### config.mk
export PLATFORM = sky130hd
export DESIGN_NAME = event_wake_unit
export DESIGN_NICKNAME = d
export VERILOG_FILES = /design/src/rtl/evw_pkg.sv /design/src/rtl/evw_vector.sv /design/src/rtl/evw_ctrl.sv /design/src/rtl/event_wake_unit.sv
export SDC_FILE = /design/constraint.sdc
export NUM_CORES = 1
export LEC_CHECK = 0
export CORE_AREA = 2 2 39 41
export DETAILED_ROUTE_END_ITERATION = 6
export DIE_AREA = 0 0 41 43
export PLACE_DENSITY = 0.74
export REMOVE_ABC_BUFFERS = 1
export SYNTH_ARGS = -nofsm -noshare
export SYNTH_HDL_FRONTEND = slang
export SYNTH_SLANG_ARGS = --single-unit
### constraint.sdc
create_clock -name clk -period 1.09 [get_ports clk]
set_input_delay 0.109 -clock clk [delete_from_list [all_inputs] [get_ports clk]]
set_output_delay 0.109 -clock clk [all_outputs]
set_load 0.02 [all_outputs]
### src/rtl/evw_pkg.sv
package evw_pkg;
  localparam int VEC_W = 8;
  localparam int IDX_W = $clog2(VEC_W);

  typedef struct packed {
    logic             clrEn;
    logic [IDX_W-1:0] clrIdx;
  } evwStrobe_t;

  typedef enum logic {
    ST_RUN  = 1'b0,
    ST_IDLE = 1'b1
  } evwState_t;
endpackage

### src/rtl/evw_vector.sv
module evw_vector
  import evw_pkg::*;
#(
  parameter int NUM_NBR = 4
) (
  input  logic               clk,
  input  logic               rstN,
  input  logic               sensorWr,
  input  logic [NUM_NBR-1:0] nbrWr,
  input  logic               actWr,
  input  evwStrobe_t         strobe,
  output logic [VEC_W-1:0]   eventVec,
  output logic               anyPending,
  output logic               anySet
);
  localparam int LIVE = NUM_NBR + 2;

  logic [VEC_W-1:0] setMask;
  logic [VEC_W-1:0] clrMask;
  logic [VEC_W-1:0] vecQ;

  for (genvar i = 0; i < VEC_W; i++) begin : g_bit
    if (i == 0) begin : g_sensor
      assign setMask[i] = sensorWr;
    end else if (i <= NUM_NBR) begin : g_nbr
      assign setMask[i] = nbrWr[i-1];
    end else if (i == LIVE - 1) begin : g_act
      assign setMask[i] = actWr;
    end else begin : g_tied
      assign setMask[i] = 1'b0;
    end
    assign clrMask[i] = strobe.clrEn && (strobe.clrIdx == IDX_W'(i));
  end

  always_ff @(posedge clk) begin
    if (!rstN) vecQ <= '0;
    else       vecQ <= (vecQ & ~clrMask) | setMask;
  end

  assign eventVec   = vecQ;
  assign anyPending = |vecQ;
  assign anySet     = |setMask;
endmodule

### src/rtl/evw_ctrl.sv
module evw_ctrl
  import evw_pkg::*;
(
  input  logic             clk,
  input  logic             rstN,
  input  logic             haltExec,
  input  logic             clrEvent,
  input  logic [IDX_W-1:0] clrIdx,
  input  logic             anyPending,
  input  logic             anySet,
  output evwStrobe_t       strobe,
  output logic             idle,
  output logic             wake
);
  evwState_t stateQ, stateD;
  logic      wakeQ, wakeD;

  always_comb begin
    stateD = stateQ;
    wakeD  = 1'b0;
    unique case (stateQ)
      ST_RUN: begin
        if (haltExec && !anyPending && !anySet) stateD = ST_IDLE;
      end
      ST_IDLE: begin
        if (anyPending) begin
          stateD = ST_RUN;
          wakeD  = 1'b1;
        end
      end
      default: stateD = ST_RUN;
    endcase
  end

  always_ff @(posedge clk) begin
    if (!rstN) begin
      stateQ <= ST_RUN;
      wakeQ  <= 1'b0;
    end else begin
      stateQ <= stateD;
      wakeQ  <= wakeD;
    end
  end

  assign strobe.clrEn  = clrEvent;
  assign strobe.clrIdx = clrIdx;
  assign idle = (stateQ == ST_IDLE);
  assign wake = wakeQ;
endmodule

### src/rtl/event_wake_unit.sv
module event_wake_unit
  import evw_pkg::*;
#(
  parameter int NUM_NBR = 4
) (
  input  logic               clk,
  input  logic               rstN,
  input  logic               sensorWr,
  input  logic [NUM_NBR-1:0] nbrWr,
  input  logic               actWr,
  input  logic               haltExec,
  input  logic               clrEvent,
  input  logic [2:0]         clrIdx,
  output logic [7:0]         eventVec,
  output logic               pcEnable,
  output logic               idle,
  output logic               wake
);
  evwStrobe_t strobe;
  logic       anyPending;
  logic       anySet;

  evw_ctrl u_ctrl (
    .clk(clk), .rstN(rstN), .haltExec(haltExec), .clrEvent(clrEvent),
    .clrIdx(clrIdx), .anyPending(anyPending), .anySet(anySet),
    .strobe(strobe), .idle(idle), .wake(wake)
  );

  evw_vector #(.NUM_NBR(NUM_NBR)) u_vec (
    .clk(clk), .rstN(rstN), .sensorWr(sensorWr), .nbrWr(nbrWr),
    .actWr(actWr), .strobe(strobe), .eventVec(eventVec),
    .anyPending(anyPending), .anySet(anySet)
  );

  assign pcEnable = !idle;
endmodule

* Word-level counts from Yosys, hierarchy flattened
Cells that the tools add are included.
** Word-level totals
- Input bits :: 13
- Bits in registers :: 10
- Output and inout bits :: 11
- Word-level logic and storage cells :: 35
** Operators by class
- Bitwise operators :: 4
- Equality and inequality tests :: 7
- Reduce and logical (&&, ||, !) cells :: 17
- Mux-type cells :: 4
** Operators with widths (number)
- $eq A3 B3 Y1 const B :: 4
- $logic_and A1 B1 Y1 :: 10
- $and A8 B8 Y8 :: 1
- $not A8 Y8 :: 1
- $or A8 B6 Y8 :: 1
- $reduce_or A8 Y1 :: 1
- $eq A3 B2 Y1 const B :: 2
- $reduce_or A6 Y1 :: 1
- $eq A3 B1 Y1 const B :: 1
- $logic_not A1 Y1 :: 3
- $logic_not A3 Y1 :: 1
- $mux W1 :: 3
- $pmux W1 S2 :: 1
- $reduce_and A2 Y1 :: 1
- $not A1 Y1 :: 1

* Longest topological paths before layout
- Word-level depth :: 6
- Mapped depth :: 3
- Mapped depth without buffers :: 3

* Hierarchy
From an unflattened synthesis, not the netlist that was laid out.
** Second synthesis, totals
- Cells, all modules :: 51
- Area, all modules :: 446.7 sq um
** By module, submodules not included
- evw_vector :: cells each 40, seq. area each 160.2 sq um, instances 1, area each 346.6 sq um
- evw_ctrl :: cells each 10, seq. area each 40.0 sq um, instances 1, area each 96.3 sq um
- event_wake_unit :: cells each 1, seq. area each 0.0 sq um, instances 1, area each 3.8 sq um

* Least setup slack after synthesis
Ideal clock, no wire load.
- Path kind :: reg-to-reg
- From :: register u_vec.vecQ[6] (netlist: u_vec.eventVec[6])
- To :: register u_ctrl.wakeQ (netlist: u_ctrl.wake)
- Cell stages (with the launch flop) :: 4
- Slack :: 0.081 ns
- Period minus slack after synthesis :: 1.009 ns
- Arrival time :: 0.893 ns
- Setup time :: 0.115 ns
- Data required time :: 0.975 ns
- Path through :: dfxtp_1 -> nor4_1 -> nand2_1 -> and3_1
** On the way
- Word-level cells in the longest chain between the ends :: 2
** Ends and longest elaborated chain
- start, declared :: line evw_vector.sv:20 : logic [VEC_W-1:0] vecQ;
- start signal, assigned :: line evw_vector.sv:37 : else vecQ <= (vecQ & ~clrMask) | setMask;
- $reduce_or A8 Y1 :: line evw_vector.sv:41 : assign anyPending = |vecQ;
- $mux W1 :: line evw_ctrl.sv:26 : if (anyPending) begin
- end signal, assigned :: line evw_ctrl.sv:41 : wakeQ <= wakeD;
- end, declared :: line evw_ctrl.sv:16 : logic wakeQ, wakeD;
No other way between the ends.
A chain may end at the register's enable or synchronous reset.

* Worst setup path after layout
- From :: register u_vec.vecQ[0] (netlist: u_vec.eventVec[0])
- To :: output eventVec[0]
** RTL lines
- end, declared :: line event_wake_unit.sv:14 : output logic [7:0] eventVec,
No word-level cell between the ends.

==> flow_summary.yaml <==
worst_setup_path:
  r2r_start: "u_vec.eventVec[0]"
  r2r_end: "u_ctrl.wake"
  cp_slowest_cell: "dfxtp_1"
  r2r_cells: 3
  cp_num_buf_inv: 1
  path_class: "register to output pin"
  crit_chain: "clkdlybuf4s15_1"
  crit_end: "eventVec[0]"
  path_delay_family: "flip-flops"
  critPathCaptureType: "output pin"
  path_depth: 1
  r2r_slack_ns: 0.08
  cpPeakStageDelay_ns: 0.38
  start_kind: "register"
  critPathRequiredTime_ns: 0.98
  cp_max_fo: 3
  crit_start: "u_vec.eventVec[0]"
  arrival_ns: 0.96
routing:
  drt_iter0_drc: 3
  first_pass_iters: 4
  via_per_inst: 4.86
  avgRoutedWirePerCell_um: 12.1
  vias: 457
  routed_wl_mm: 1.14
  drc: 0
  ant_nets: 0
clock_network:
  cts_tree: "done"
  htreeDepth: 1
  cts_sinks: 10
  path_clk_slew_ns: 0.07
  cts-root-buf: "clkbuf_4"
  cts_setup_buffers: 0
  clk_path_buf_depth: 2
  clock_latency_ns: 0.26
  cts_buffers: 3
pwr:
  total_power_w: 0.000890
  power.density_mw_per_mm2: 1200
  p_leak_nw: 0.341
  max-vdd-ir-drop_mv: 0.868
layout:
  num-fill-cells: 137
  syn_to_final_growth_pct: 83.3
  antennaDiodeCount: 0
  nets: 92
  layout_commonest_cell: "dfxtp_1"
  fin_cells: 94
  drive_above_1_share_pct: 30.8
  layout_common_cells: "dfxtp_1 (10), buf_4 (9), clkdlybuf4s50_1 (8)"
sta:
  fin_skew_ns: 0.00247
  finalCritPeriodShare_pct: 98.0
  fin_setup_tns_ns: 0
  fmax_mhz: 936
  slew_headroom_pct: 77.7
  setup_viol: 0
  slew_viol_final: 0
  period_needed_ns: 1.07
  rsz0062_at_grt: "true"
  tightest_slew_ns: 0.333
  report.final.hold_viol_count: 0
floorplan:
  fp-row-count: 14
  die_area_mm2: 0.00176
  core-area_mm2: 0.00138
  die_w_um: 41
  die_h_um: 43
  start_util_pct: 29.3
  ioPinCount: 24
yosys:
  yosys_warnings: 0
  yosysSeqAreaShare_pct: 49.4
  ys_async_sr_fraction_pct: 0
  ys_ff_latch: 10
  yosys-top-cells-area: "dfxtp_1 (49%), a21oi_1 (6.2%), nor2b_1 (4.6%), nor3b_1 (3.7%), nor4_1 (3.1%)"
  syn-cell-area_um2: 405
  ys_dominant_reg_cell: "dfxtp_1"
  syn_area_per_cell_um2: 9.43
  synth-edff-count: 0
  syn_inst: 43
  synth.top_cell.area_share_pct: 49.4
  synth_area_leader_cell: "dfxtp_1"
  yosys.cell_types.count: 21
place:
  portBuffers: 23
  gp_congestion: 0.701
  place_inst: 90
  dp_hpwl_um: 872
global_routing:
  grt_pass1_wl_mm: 1.70
  grt_usage_pct: 14.2
  overflow: 0
  antenna_found_initial: 0
  grt_pass1_vias: 403
  grt_max_degree: 11
run:
  drv_cap: 0
status:
  status: "finished, final reports clean"
min_path:
  hold_path.class: "input port to register"
-- state kept, by name, indices dropped and copies added (netlist names) --
name and count:
u_vec.eventVec 8, u_ctrl.idle 1, u_ctrl.wake 1
-- report_power, final --
group          switching [W]  total (W)  internal [W]
clock               0.000125   0.000328      0.000202
combinational      0.0000721   0.000166     0.0000944
sequential         0.0000141   0.000396      0.000382
total               0.000211   0.000890      0.000679
-- synthesized netlist by cell type (2+ instances only) --
cell type / count
o21ai_0: 2
inv_1: 3
dfxtp_1: 10
nor4_1: 2
nor3b_1: 2
nand2_1: 3
nor2b_1: 3
a21oi_1: 5
-- repair_timing --
action | CTS | global route
resized for setup | 14 | 19
setup endpoints to repair | 12 | 12
pin swaps | 1 | 2
hold buffers | 0 | 0
-- routing by layer --
metal / vias up / global-route usage (%) / routed length [µm]
li1: 230 / - / -
met1: 208 / 20.1 / 507
met2: 19 / 20.9 / 540
met3: 0 / 4.71 / 89
met4: 0 / 2.00 / 0
met5: - / 0 / 0
-- how the worst min path moves through the flow --
stage / from / end / slack (ns) / depth (start not counted)
after detailed placement: u_vec.eventVec[7] / u_vec.eventVec[7] / 0.48 / 2
after global routing: clrIdx[0] / u_vec.eventVec[3] / 0.26 / 3
final: clrEvent / u_vec.eventVec[7] / 0.24 / 3
after CTS: clrIdx[1] / u_vec.eventVec[0] / 0.36 / 4
after global placement: u_vec.eventVec[7] / u_vec.eventVec[7] / 0.46 / 2
after floorplan: clrIdx[0] / u_vec.eventVec[3] / 0.21 / 1
-- metrics by stage --
step	hold slack (ns)	utilization [%]	setup WS, ns	instance area (µm²)
2_1_floorplan	0.209	-	0.0810	402
4_1_cts	0.357	53.7	0.00653	743
3_3_place_gp	0.460	52.0	-0.281	719
6_report	0.242	53.7	0.0216	743
3_5_place_dp	0.483	52.0	-0.285	719
5_1_grt	0.255	53.7	-0.0210	743
-- cell type report --
| cell class | instances | area, µm² | share of cell area [%] |
|---|---|---|---|
| tap | 16 | 20.0 | 2.69 |
| multi-input combinational | 29 | 204 | 27.4 |
| clock buffer | 4 | 36.3 | 4.88 |
| inverter | 3 | 11.3 | 1.52 |
| sequential | 10 | 200 | 26.9 |
| timing repair buffer | 32 | 272 | 36.5 |
-- cells by family after synthesis --
kind of cell           after synthesis  share of synthesized area, %
buffers and inverters                4                          3.70
flip-flops                          10                          49.4
AO/OA/AOI/OAI                       12                          19.4
AND/OR/NAND/NOR                     17                          27.5
Power figures use the tool's default switching activity.
